$ cat config.mk
export PLATFORM = sky130hd
export DESIGN_NAME = pix_beat_asm
export DESIGN_NICKNAME = d
export VERILOG_FILES = /design/src/rtl/pba_pkg.sv /design/src/rtl/pba_collect.sv /design/src/rtl/pba_unpack.sv /design/src/rtl/pba_align.sv /design/src/rtl/pix_beat_asm.sv
export SDC_FILE = /design/constraint.sdc
export NUM_CORES = 1
export LEC_CHECK = 0
export BUFFER_PORTS_ARGS = -buffer_cell sky130_fd_sc_hd__buf_4
export CAP_MARGIN = 25
export CORE_ASPECT_RATIO = 1.25
export CORE_MARGIN = 2
export CORE_UTILIZATION = 58
export CTS_CLUSTER_DIAMETER = 30
export DETAILED_ROUTE_END_ITERATION = 8
export PLACE_DENSITY_LB_ADDON = 0.15
export SYNTH_ARGS = -nofsm -noshare
export SYNTH_HDL_FRONTEND = slang
export SYNTH_HIERARCHICAL = 1
export SYNTH_SLANG_ARGS = --single-unit
$ cat constraint.sdc
create_clock -name clk -period 1.7 [get_ports clk]
set_input_delay 0 -clock clk [delete_from_list [all_inputs] [get_ports clk]]
set_output_delay 0 -clock clk [all_outputs]
set_load 0.005 [all_outputs]
$ cat src/rtl/pba_pkg.sv
package pba_pkg;

   typedef enum logic [1:0] {
      MODE_WIDE16 = 2'd0,
      MODE_B565   = 2'd1,
      MODE_B888   = 2'd2,
      MODE_OFF    = 2'd3
   } pix_mode_e;

   typedef struct packed {
      logic [7:0] r;
      logic [7:0] g;
      logic [7:0] b;
   } rgb_t;

endpackage

$ cat src/rtl/pba_collect.sv
// Beat position tracking and byte accumulation, most significant byte first.
module pba_collect
   import pba_pkg::*;
#(
   parameter int BEAT_W = 8
) (
   input  logic                  clk,
   input  logic                  rst_n,
   input  pix_mode_e             mode,
   input  logic                  line_start,
   input  logic                  beat_valid,
   input  logic [2*BEAT_W-1:0]   beat_data,
   output logic                  word_valid,
   output logic [3*BEAT_W-1:0]   word
);

   localparam int ACC_W = 2 * BEAT_W;

   logic [1:0]        cnt;
   logic [1:0]        idx;
   logic [1:0]        last_idx;
   logic              active;
   logic [ACC_W-1:0]  acc;
   logic [BEAT_W-1:0] byte_in;

   assign byte_in = beat_data[BEAT_W-1:0];
   assign active  = (mode != MODE_OFF);
   assign idx     = line_start ? 2'd0 : cnt;

   always_comb begin
      unique case (mode)
         MODE_B565: last_idx = 2'd1;
         MODE_B888: last_idx = 2'd2;
         default:   last_idx = 2'd0;
      endcase
   end

   assign word_valid = beat_valid && active && (idx == last_idx);

   always_comb begin
      unique case (mode)
         MODE_WIDE16: word = {{BEAT_W{1'b0}}, beat_data};
         MODE_B565:   word = {{BEAT_W{1'b0}}, acc[BEAT_W-1:0], byte_in};
         MODE_B888:   word = {acc, byte_in};
         default:     word = '0;
      endcase
   end

   always_ff @(posedge clk) begin
      if (!rst_n) begin
         cnt <= 2'd0;
         acc <= '0;
      end else if (beat_valid && active) begin
         acc <= {acc[BEAT_W-1:0], byte_in};
         cnt <= word_valid ? 2'd0 : 2'(idx + 2'd1);
      end else if (line_start || !active) begin
         cnt <= 2'd0;
      end
   end

endmodule

$ cat src/rtl/pba_unpack.sv
// Field extraction, red/blue swap and 5/6-bit widening.
module pba_unpack
   import pba_pkg::*;
#(
   parameter int BEAT_W = 8
) (
   input  pix_mode_e           mode,
   input  logic                bgr,
   input  logic [3*BEAT_W-1:0] word,
   output rgb_t                pix
);

   function automatic logic [7:0] widen5(input logic [4:0] f);
      return {f, f[4], 2'b00};
   endfunction

   logic [4:0] hi5;
   logic [5:0] mid6;
   logic [4:0] lo5;

   assign hi5  = word[15:11];
   assign mid6 = word[10:5];
   assign lo5  = word[4:0];

   always_comb begin
      if (mode == MODE_B888) begin
         pix.g = word[15:8];
         pix.r = bgr ? word[7:0]   : word[23:16];
         pix.b = bgr ? word[23:16] : word[7:0];
      end else begin
         pix.g = {mid6, 2'b00};
         pix.r = widen5(bgr ? lo5 : hi5);
         pix.b = widen5(bgr ? hi5 : lo5);
      end
   end

endmodule

$ cat src/rtl/pba_align.sv
// Per-mode delay so that every pixel leaves with its mode's fixed latency.
module pba_align
   import pba_pkg::*;
#(
   parameter int MAXD = 3,
   parameter int D565 = 2,
   parameter int D888 = 3
) (
   input  logic      clk,
   input  logic      rst_n,
   input  pix_mode_e mode,
   input  logic      in_valid,
   input  rgb_t      in_pix,
   output logic      out_valid,
   output rgb_t      out_pix
);

   localparam int SEL_W = $clog2(MAXD + 1);

   logic [MAXD:1]   sv;
   rgb_t [MAXD:1]   sp;
   logic [MAXD:0]   tv;
   rgb_t [MAXD:0]   tp;
   logic [SEL_W-1:0] sel;

   always_ff @(posedge clk) begin
      if (!rst_n) begin
         sv <= '0;
         sp <= '0;
      end else begin
         sv[1] <= in_valid;
         sp[1] <= in_pix;
         for (int k = 2; k <= MAXD; k++) begin
            sv[k] <= sv[k-1];
            sp[k] <= sp[k-1];
         end
      end
   end

   assign tv = {sv, in_valid};
   assign tp = {sp, in_pix};

   always_comb begin
      unique case (mode)
         MODE_B565: sel = SEL_W'(D565);
         MODE_B888: sel = SEL_W'(D888);
         default:   sel = '0;
      endcase
   end

   assign out_valid = tv[sel];
   assign out_pix   = tp[sel];

endmodule

$ cat src/rtl/pix_beat_asm.sv
module pix_beat_asm
   import pba_pkg::*;
#(
   parameter int BEAT_W  = 8,
   parameter int LAT_565 = 3,
   parameter int LAT_888 = 5
) (
   input  logic                clk,
   input  logic                rst_n,
   input  logic [1:0]          cfg_mode,
   input  logic                cfg_bgr,
   input  logic                line_start,
   input  logic                beat_valid,
   input  logic [2*BEAT_W-1:0] beat_data,
   output logic                px_valid,
   output logic [7:0]          px_r,
   output logic [7:0]          px_g,
   output logic [7:0]          px_b
);

   localparam int D565 = LAT_565 - 1;
   localparam int D888 = LAT_888 - 2;
   localparam int MAXD = (D565 > D888) ? D565 : D888;

   if (BEAT_W != 8) begin : g_bad_beat
      $error("BEAT_W must be 8 for the RGB565/RGB888 field layout");
   end
   if (LAT_565 < 1 || LAT_888 < 2) begin : g_bad_lat
      $error("latency shorter than the beat count of the mode");
   end
   if (MAXD < 1) begin : g_bad_depth
      $error("at least one byte mode needs an extra delay stage");
   end

   pix_mode_e           mode_e;
   logic                w_valid;
   logic [3*BEAT_W-1:0] w_word;
   rgb_t                w_pix;
   rgb_t                o_pix;

   assign mode_e = pix_mode_e'(cfg_mode);

   pba_collect #(.BEAT_W(BEAT_W)) u_collect (
      .clk        (clk),
      .rst_n      (rst_n),
      .mode       (mode_e),
      .line_start (line_start),
      .beat_valid (beat_valid),
      .beat_data  (beat_data),
      .word_valid (w_valid),
      .word       (w_word)
   );

   pba_unpack #(.BEAT_W(BEAT_W)) u_unpack (
      .mode (mode_e),
      .bgr  (cfg_bgr),
      .word (w_word),
      .pix  (w_pix)
   );

   pba_align #(.MAXD(MAXD), .D565(D565), .D888(D888)) u_align (
      .clk       (clk),
      .rst_n     (rst_n),
      .mode      (mode_e),
      .in_valid  (w_valid),
      .in_pix    (w_pix),
      .out_valid (px_valid),
      .out_pix   (o_pix)
   );

   assign px_r = o_pix.r;
   assign px_g = o_pix.g;
   assign px_b = o_pix.b;

endmodule

==> impl.org, run 1 <==
** Run status
- Outcome :: finished with violations
- The final reports fail on negative setup slack.

** Drt
- Number of detailed-routing iterations run before antenna repair :: 4
- The final layout contains routed wiring with a total length of 8430 um.
- Via/cell ratio :: 5.50
- Vias after detailed routing :: 2856
- In this run, the number of DRC markers left after iteration 0 of detailed routing was 149.
- Detail Route Antenna Nets :: 0
- Routed WL per cell :: 16.2 um
- In the routed design, unresolved DRC markers number 0.

** Timing
- Final worst path period share :: 121%
- Max Fclk :: 0.484 GHz
- Setup repair after global routing could not meet its margin everywhere.
- After layout, the worst setup slack is -364 ps.
- Final Max Tran Viols :: 0
- Minimum period implied by the final worst setup slack :: 2060 ps
- The final hold violation count was 0.
- Setup violations remaining at the end of the flow were counted as 18.
- Headroom to the max-slew limit came out at 59.6%.
- Final setup TNS :: -5050 ps
- Worst Skew :: 4.90 ps
- Slew @ Worst Pin :: 604 ps

** Run
- Maxcap violations :: 0

** Global route
- Antenna violations before repair :: 0
- Overall Global Routing Usage :: 23.6%
- Entering global routing, the biggest net connects 77 pins.
- Global-route wire length before repair :: 14200 um
- Number of global-route vias before repair :: 2910
- Leftover overflow at the end of global routing :: 0

** Final layout
- Commonest cells after routing, fill and taps aside :: and2_1 (89), dfxtp_1 (81), buf_4 (56)
- Fraction of final layout cells sized beyond drive strength 1 :: 38.2%
- The repair_antennas step left the layout with diodes totalling 0.
- Leading cell type in the layout, fill and taps excluded :: and2_1
- Total Nets Final :: 448
- The finished cells cover 5130 um2.
- Area added between synthesis and finish :: 25.7%

** Clocking
- Root Buffer Master :: clkbuf_8
- TritonCTS built the clock tree.
- H-Tree Level Count :: 3
- Total CTS buffers :: 9
- Number of buffers on the longest clock path :: 2
- Clock sink total :: 93
- Clock transition at path regs :: 90 ps
- Insertion delay to the later sink of the worst-skew pair :: 350 ps

** Die
- I/O pins :: 48
- The die is 97.8 um tall.
- Standard-cell rows :: 34
- The floorplan step defined a die boundary enclosing 7730 um2.
- For this configuration, the core starts out at a cell density of 59.2%.
- Measured along the x axis, the die boundary spans 79.0 um.
- The region available for standard cell placement spans 6890 um2.

** Critical path
- Setup Crit Path Kind :: flip-flop to output pin
- Of all nets on the critical path, the largest fanout is 3.
- Together, buffers and inverters on the worst path number 1.
- Crit path arrival time :: 2060 ps
- Standard cell with the maximum stage delay on the critical path :: mux4_2
- STA classifies the critical path endpoint as an output pin.
- The cell that appears most often on the critical path is mux4_2.
- The signal on the critical path passes through a22o_1 -> mux4_2 -> mux4_2 -> buf_6.
- Element type at the critical path start :: flip-flop
- The largest single stage delay on the critical path is 510 ps.
- Worst path top cell family by delay :: multiplexers
- At the worst endpoint, the required time is 1700 ps.

** Yosys
- A synthesized cell averages 11.8 um2.
- For this run, the number of Yosys warnings is 6.
- Net Count, Synth :: 369
- Summing every instance area after synthesis gives 4080 um2.
- In the synthesized netlist, the number of instances is 345.
- Sequential element share of the synthesized area :: 45.6%
- Distinct cells, synth :: 38
- Post-synthesis register bit count :: 93

** Power
- For this design the static power due to leakage is 2.10 nW.
- PD cells :: 908 nW/um2
- Across the VDD grid, the largest voltage drop is 603 uV.

** Placed design
- After legalization and detailed placement, the total HPWL measured 5860 um.
- After detailed placement, the total cell area comes to 4630 um2.
- Input and output buffers added on the ports amount to 47.
- At the end of routability-driven placement, the weighted congestion stood at 0.816.

** Min path
- The min-delay analysis places its worst path in the category primary input to flip-flop.
-- state kept, by name, indices dropped and copies added (netlist names) --
name           cells
u_align/sv         3
u_align/sp        72
u_collect/acc     16
u_collect/cnt      2
-- through the flow --
stage                     setup WS, ps  hold WS, ps  instances  util [%]  power [mW]
final                             -364         70.9        519      74.4        4.66
after global routing              -422         77.8        519      74.4        4.85
after CTS                         -395         46.7        517      73.6        4.67
after detailed placement          -159          205        485      67.2        2.96
after global placement            -131          203        485      67.2        2.95
after floorplan                    118         72.1        345         -        2.71
-- final cells by class --
type,count,area (um2)
Tap cell,90,113
Fill cell,517,1760
Multi-Input combinational cell,227,2060
Timing Repair Buffer,91,837
Sequential cell,93,1880
Inverter,2,7.51
Clock inverter,7,104
Clock buffer,9,124
-- worst register-to-register path, cell delays in order (launching register included) --
cell and delay [ps]:
dfxtp_2 340, a22o_1 240, mux4_2 510, and2_1 160
-- per-layer routing --
metal / vias to the layer above / share of wire, % / wire [um] / track usage [%]
li1: 1361 / - / - / -
met1: 1406 / 42 / 3570 / 29.7
met2: 76 / 52 / 4380 / 40.9
met3: 13 / 4.0 / 340 / 5.08
met4: 0 / 1.7 / 143 / 7.03
met5: - / 0 / 0 / 0
-- where the power goes --
part | internal (mW) | leakage (nW) | switching (mW)
Combinational | 0.415 | 1.23 | 0.299
Sequential | 2.25 | 0.762 | 0.0323
Clock | 0.849 | 0.108 | 0.808
Total | 3.52 | 2.10 | 1.14
-- worst paths after layout --
check	from	to	slack (ps)	cells after the start
worst max-delay path	u_collect/acc[6]	px_r[6]	-360	4
worst max register to register	u_collect/acc[6]	u_align/sp[22]	340	3
worst min-delay path	cfg_mode[0]	u_collect/acc[2]	70	4
worst min register to register	u_collect/acc[10]	u_collect/acc[10]	450	2
-- repair_timing --
action,in CTS,in global routing
gates resized for setup,48,10
pin swaps,5,7
endpoints found under the hold margin,10,0
buffers inserted,6,2
hold buffers,10,0
endpoints found under the setup margin,23,22
-- cell families after synthesis --
| logic type | Yosys count | synth area share [%] |
|---|---|---|
| buffers and inverters | 25 | 4.05 |
| XOR/XNOR | 1 | 0.215 |
| multiplexers | 47 | 23.9 |
| adder cells (fa/ha/maj) | 1 | 0.307 |
| AO/OA/AOI/OAI | 34 | 5.73 |
| AND/OR/NAND/NOR | 144 | 20.2 |
| flip-flops | 93 | 45.6 |
-- Yosys cell counts --
master / n / share of area, %
mux4_1: 9 / 5.8
o21bai_1: 1 / 0.18
or3_1: 1 / 0.15
buf_6: 3 / 0.83
nand3b_1: 2 / 0.37
ha_1: 1 / 0.31
nor3b_1: 1 / 0.18
clkinv_1: 1 / 0.092
a211oi_1: 1 / 0.18
clkbuf_2: 1 / 0.12
a21bo_1: 1 / 0.25
mux4_2: 28 / 15
a21boi_4: 1 / 0.46
a21boi_0: 1 / 0.18
nand2b_4: 1 / 0.34
a22o_1: 8 / 1.7
mux2i_1: 4 / 0.98
a311oi_1: 1 / 0.21
nor2_1: 7 / 0.64
nor2b_4: 1 / 0.34
o211ai_1: 1 / 0.18
nor2b_1: 2 / 0.31
mux2_2: 6 / 1.7
a31oi_1: 1 / 0.15
o21ai_0: 1 / 0.12
or3b_1: 1 / 0.21
buf_12: 2 / 0.98
and2_2: 2 / 0.37
dfxtp_1: 93 / 46
nand2_1: 34 / 3.1
xor2_1: 1 / 0.21
buf_4: 2 / 0.37
and2_1: 91 / 14
buf_2: 6 / 0.74
a21oi_1: 17 / 2.1
and3b_1: 1 / 0.21
clkbuf_1: 9 / 0.83
inv_1: 1 / 0.092
Note: power is estimated with default switching activity, not from simulation.
==> run 2, diff against run 1 <==
--- a/config.mk
+++ b/config.mk
@@ -13,6 +13,7 @@
 export CTS_CLUSTER_DIAMETER = 30
 export DETAILED_ROUTE_END_ITERATION = 8
 export PLACE_DENSITY_LB_ADDON = 0.15
+export SETUP_SLACK_MARGIN = 0.02
 export SYNTH_ARGS = -nofsm -noshare
 export SYNTH_HDL_FRONTEND = slang
 export SYNTH_HIERARCHICAL = 1
==> run 2 against run 1 <==
  * The flow still finishes with violations (negative setup slack)
  * Global-route usage about the same
  * Via count decreased by 0.21%
  * Worst hold slack got worse by 3.2 ps
  * Clock skew increased by 1.6 ps
  * Highest routed layer unchanged
==> impl.org, run 2 (synthesized netlist as in run 1, its figures left out) <==
** Run status
- Outcome :: finished with violations
- The checks that failed: negative setup slack.

** Final layout
- Ranked by flip-flop count, first place goes to u_align/sp.
- In the final layout, the share of cells above drive strength 1 is 38.2%.
- Leading cell type in the layout, fill and taps excluded :: and2_1
- The repair_antennas step left the layout with diodes totalling 0.
- Commonest cells after routing, fill and taps aside :: and2_1 (89), dfxtp_1 (81), buf_4 (53)
- Total Nets Final :: 448
- Area added between synthesis and finish :: 25.9%
- Max reg flops :: 72
- The largest registers in the layout are u_align/sp x72, u_collect/acc x16, u_align/sv x3.
- Layout Cells excl Fill :: 519

** Critical path
- Reg-to-reg critical path startpoint :: u_collect/acc[4]
- The worst setup path is launched from a flip-flop.
- Capturing element type of the critical path :: output pin
- Crit path arrival time :: 2060 ps
- Worst flop-to-flop path endpoint :: u_align/sp[4]
- In this run the register-to-register setup slack is 350 ps.
- Counting cells, the worst reg-to-reg path comes to 3.
- Setup Crit Path Kind :: flip-flop to output pin
- Critical path peak fanout :: 3
- At the worst endpoint, the required time is 1700 ps.

** Timing
- Final Max Tran Viols :: 0
- On the final layout, the worst clock skew is 6.49 ps.
- Final worst path period share :: 121%
- Across all setup checks in the final design, the least slack found is -363 ps.
- Final-layout worst hold slack :: 67.7 ps
- The final hold violation count was 0.
- Setup violations, final :: 18
- Final setup TNS :: -5040 ps
- Minimum period implied by the final worst setup slack :: 2060 ps
- RSZ-0062 raised after global routing :: true
- Remaining max-slew budget at the tightest pin :: 60.2%
- Slew @ Worst Pin :: 595 ps
- Static timing analysis puts the maximum clock frequency at 0.485 GHz.

** Global route
- Summed over all layers, the global routing overflow is 0.
- Antenna violations before repair :: 0
- Global-route wire length before repair :: 14200 um
- The number of global-route vias before repair was 2908.
- Overall Global Routing Usage :: 23.7%
- Entering global routing, the biggest net connects 77 pins.

** Placed design
- At the end of routability-driven placement, the weighted congestion stood at 0.816.
- The wire-length estimate of the detail-placed layout is 5860 um.
- The count of buffers added on input and output ports is 47.
- Number of instances in the placed design :: 485

** Drt
- After detailed routing, the number of remaining DRC violations is 0.
- For this run, the detailed router's first-pass iteration total came to 4.
- Routed WL per cell :: 16.2 um
- Detail Route Antenna Nets :: 0
- The routed design has 8430 um of wire.
- After detailed routing, the number of vias per cell comes to 5.49.
- The detailed router finished its first iteration with 144 violations.
- Across all layers, the routed design uses 2850 vias.

** Die
- Die area :: 7730 um2
- Die width :: 79.0 um
- Core Area :: 6890 um2
- During I/O placement, the number of pins put on the boundary was 48.
- For this configuration, the core starts out at a cell density of 59.2%.
- Height of the die :: 97.8 um
- Standard-cell rows :: 34

** Power
- PD cells :: 907 nW/um2
- Across the VDD grid, the largest voltage drop is 603 uV.
- For this design the static power due to leakage is 2.11 nW.

** Clocking
- Clock sink total :: 93
- After clock tree synthesis, the clock-pin slew on the worst setup and hold paths is 90 ps.
- The cell sitting at the root of the clock tree is a clkbuf_8.
- H-Tree Level Count :: 3
- Total CTS buffers :: 9
- Insertion delay to the later sink of the worst-skew pair :: 350 ps
- CTS tree :: built
- Number of buffers on the longest clock path :: 2

** Min path
- The worst hold path passes through 4 cells.
- For hold timing, the worst endpoint is u_collect/acc[2].
- Path class of the lowest-slack min-delay path :: primary input to flip-flop
- HP Start :: cfg_mode[0]

** Run
- Maxcap violations :: 0
[run 2: per-stage QoR]
| stage | utilization (%) | total power [mW] | setup WS [ps] | instance area [um2] |
|---|---|---|---|---|
| floorplan | - | 2.71 | 118 | 4080 |
| global placement | 67.2 | 2.95 | -131 | 4630 |
| detailed placement | 67.2 | 2.96 | -159 | 4630 |
| CTS | 73.7 | 4.67 | -395 | 5080 |
| global route | 74.6 | 4.85 | -422 | 5140 |
| finish | 74.6 | 4.66 | -363 | 5140 |
[run 2: timing repair]
action | in CTS | in global routing
pin swaps | 7 | 5
setup buffers | 6 | 2
hold buffers | 10 | 0
endpoints found under the hold margin | 10 | 0
setup endpoints to repair | 24 | 25
resized for setup | 50 | 11
[run 2: power breakdown]
group	switching, mW	internal [mW]
logic	0.299	0.416
registers	0.0325	2.25
clock network	0.811	0.849
[run 2: final cells by class]
| cell class | count | area (um2) |
|---|---|---|
| multi-input cells | 227 | 2060 |
| flip-flops and latches | 93 | 1880 |
| fillers | 515 | 1750 |
| repair buffers | 91 | 848 |
| clock buffers | 9 | 124 |
| well taps | 90 | 113 |
| clock inverters | 7 | 104 |
| inverters | 2 | 7.51 |
[run 2: worst max-delay path: stages, from the launching register on]
cell	delay [ps]
dfxtp_2	330
a22o_1	220
mux4_2	540
mux4_2	490
buf_6	130
[run 2: worst max-delay path by stage]
stage / startpoint / end / cells past startpoint
2_1_floorplan: cfg_mode[1] / px_r[7] / 5
3_3_place_gp: cfg_mode[0] / px_r[7] / 6
3_5_place_dp: cfg_mode[0] / px_r[7] / 6
4_1_cts: u_collect/acc[7] / px_r[2] / 4
5_1_grt: u_collect/acc[7] / px_r[2] / 4
6_report: u_collect/acc[4] / px_b[4] / 4
[run 2: routing by layer]
metal  vias to the layer above  global-route usage (%)  part of all wire (%)  routed length, um
met4                         0                    7.03                   1.7                143
met2                        88                    40.9                    52               4360
met1                      1392                    29.7                    42               3510
met3                        13                    5.08                   4.9                412
met5                         -                       0                     0                  0
li1                       1357                       -                     -                  -
==> run 3, diff against run 2 <==
--- a/config.mk
+++ b/config.mk
@@ -12,6 +12,7 @@
 export CORE_UTILIZATION = 58
 export CTS_CLUSTER_DIAMETER = 30
 export DETAILED_ROUTE_END_ITERATION = 8
+export MAX_ROUTING_LAYER = met4
 export PLACE_DENSITY_LB_ADDON = 0.15
 export SETUP_SLACK_MARGIN = 0.02
 export SYNTH_ARGS = -nofsm -noshare
==> run 3 against run 2 <==
  * The flow still finishes with violations (negative setup slack)
  * Setup slack got worse by 5.5 ps
  * Clock skew rose by 2.5 ps
  * Count of clock-buffer cells in the layout did not move
  * First-iteration DRC count fell by 12%
  * Worst hold slack improved by 6.1 ps
  * Utilization rose by 0.11 points
  * Maximum frequency fell by 0.27%
  * Final area rose by 0.15%
  * Global-route usage rose by 0.73 points
  * Cell count did not move
  * Routed wire length fell by 0.23%
  * Register-to-register slack barely moved
  * Critical path type unchanged
  * Critical endpoint unchanged
  * Largest cell class unchanged
==> impl.org, run 3 (synthesized netlist as in run 1, its figures left out) <==
** Final layout
- Area added between synthesis and finish :: 26.1%
- Antenna cell count :: 0
- Commonest cells after routing, fill and taps aside :: and2_1 (89), dfxtp_1 (81), buf_4 (52)
- The largest registers in the layout are u_align/sp x72, u_collect/acc x16, u_align/sv x3.
- Filler cell count in the final layout :: 511
- Max reg flops :: 72
- More flip-flops sit in one register than any other, and that register is u_align/sp.
- In the final layout, the share of cells above drive strength 1 is 38.2%.
- Cells fill 74.7% of the core in the end.
- Leading cell type in the layout, fill and taps excluded :: and2_1
- Total Nets Final :: 448

** Critical path
- STA classifies the critical path endpoint as an output pin.
- The slowest stage of the critical path is the mux4_2 cell.
- The worst setup path is of the flip-flop to output pin kind.
- Maximum cell stage delay along the critical path :: 540 ps
- The worst setup path is launched from a flip-flop.
- In this design, the critical path's most frequently occurring cell is mux4_2.
- For the worst setup path, the data arrival time is 2070 ps.
- At the worst endpoint, the required time is 1700 ps.
- Traced cell by cell, the critical path runs through a22o_1 -> mux4_2 -> mux4_2 -> buf_6.
- Critical path peak fanout :: 3
- Internal reg-to-reg setup slack :: 350 ps

** Min path
- Path class of the lowest-slack min-delay path :: primary input to flip-flop

** Placed design
- The congestion estimate from routability-driven global placement came to 0.828.
- Port buffering added 47 buffers.
- Detailed placement ended at an HPWL of 5860 um.

** Global route
- Overall Global Routing Usage :: 24.4%
- The first global-routing pass estimated 14200 um of wire.
- The number of antenna violations at the first check in global routing came to 0.
- Entering global routing, the biggest net connects 77 pins.
- Leftover overflow at the end of global routing :: 0
- The number of global-route vias before repair was 2903.

** Clocking
- The clock passes through at most 2 buffers.
- Clock-pin slew was measured on the worst setup and hold paths at 100 ps.
- The clock net in this run drives a total of 93 sinks.
- CTS built an H-tree with a depth of 3.
- Root Buffer Master :: clkbuf_8
- CTS tree :: built
- Insertion delay to the later sink of the worst-skew pair :: 350 ps
- Total CTS buffers :: 9

** Drt
- After detailed routing, the number of remaining DRC violations is 0.
- The detailed router finished its first iteration with 127 violations.
- Dividing the detail-routed wire length by the instance count gives 16.2 um.
- The detail route stage leaves a number of antenna-violating nets equal to 0.
- The detailed router placed 2833 vias in this run.
- Wires add up to 8410 um.
- Before antenna repair, the detailed router went through 4 iterations.
- Using the TritonRoute via totals, the vias-per-cell ratio works out to 5.46.

** Die
- Once the floorplan was initialized, standard cells occupied 59.2% of the core.
- Die area :: 7730 um2
- The initialized floorplan defines 34 standard-cell rows.
- In this run the standard cell core region covers 6890 um2.
- Height of the die :: 97.8 um
- In this run the horizontal extent of the chip is 79.0 um.
- 48 I/O pins were placed.

** Power
- The worst-case IR drop observed on VDD is 605 uV.
- The analysis attributes to cell leakage a power of 2.11 nW.
- Power spread over the standard cell area amounts to 906 nW/um2.

** Run status
- Outcome :: finished with violations
- Violations in the final reports :: negative setup slack

** Timing
- The final critical path takes up 122% of the cycle.
- Based on the critical path, the design can be clocked at up to 0.483 GHz.
- The final hold violation count is 0.
- Worst Skew :: 9.01 ps
- Setup violations, final :: 18
- In the final timing run, aggregate negative setup slack is -5070 ps.
- Slew @ Worst Pin :: 588 ps
- Setup repair after global routing could not meet its margin everywhere.
- The count of pins over their slew limit is 0.
- Measured against its own limit, the worst slew margin works out to 60.7%.
- In the post-route analysis, the smallest setup slack over all paths is -369 ps.
- Minimum period implied by the final worst setup slack :: 2070 ps

** Run
- Maxcap violations :: 0
## run 3: changes by cell type in the layout (fill, tap and decap cells not counted)
cell | previous run | this run
buf_6 | 24 | 25
mux2_2 | 2 | 1
mux2_4 | 4 | 5
buf_4 | 53 | 52
## run 3: layer usage
layer  part of all wire, %  vias up  track usage (%)
met5                     0        -                -
met4                   1.4        0             7.03
met3                   3.7       10             4.99
met2                    52       75             41.1
met1                    42     1391             29.7
li1                      -     1357                -
## run 3: power breakdown
group | internal, mW | switching, mW | leakage (nW) | total [mW]
combinational | 0.418 | 0.300 | 1.24 | 0.718
sequential | 2.25 | 0.0324 | 0.762 | 2.29
clock | 0.849 | 0.810 | 0.108 | 1.66
total | 3.52 | 1.14 | 2.11 | 4.66
## run 3: area by class of cell
class                           count  area, um2  area share [%]
Inverter                            2       7.51           0.146
Clock buffer                        9        124            2.41
Sequential cell                    93       1880            36.5
Tap cell                           90        113            2.19
Clock inverter                      7        104            2.02
Timing Repair Buffer               91        852            16.6
Multi-Input combinational cell    227       2070            40.2
## run 3: through the flow
| stage | instances | hold slack (ps) | instance area (um2) | total power [mW] | setup slack (ps) |
|---|---|---|---|---|---|
| floorplan | 345 | 72.1 | 4080 | 2.71 | 118 |
| global placement | 485 | 203 | 4630 | 2.95 | -131 |
| detailed placement | 485 | 205 | 4630 | 2.96 | -159 |
| CTS | 517 | 46.7 | 5080 | 4.67 | -395 |
| global route | 519 | 75.5 | 5150 | 4.86 | -422 |
| finish | 519 | 73.8 | 5150 | 4.66 | -369 |
## run 3: critical path: cells and delay by family, from the launching register on
kind	cells	cell delay (ps)
DFF	1	330
muxes	2	1030
buffers and inverters	1	130
AOI/OAI and AO/OA	1	230
## run 3: path summary, 6_finish.rpt
path | cells after the start | endpoint | startpoint
worst min-delay path | 4 | u_collect/acc[8] | cfg_mode[0]
worst max register to register | 3 | u_align/sp[4] | u_collect/acc[4]
worst min register to register | 2 | u_collect/acc[10] | u_collect/acc[10]
worst max-delay path | 4 | px_b[4] | u_collect/acc[4]
## run 3: timing repair
| item | CTS | global route |
|---|---|---|
| endpoints found under the setup margin | 24 | 25 |
| endpoints found under the hold margin | 10 | 0 |
| pin swaps | 7 | 5 |
| buffers inserted | 6 | 2 |
| gates resized for setup | 50 | 13 |
| hold buffers | 10 | 0 |
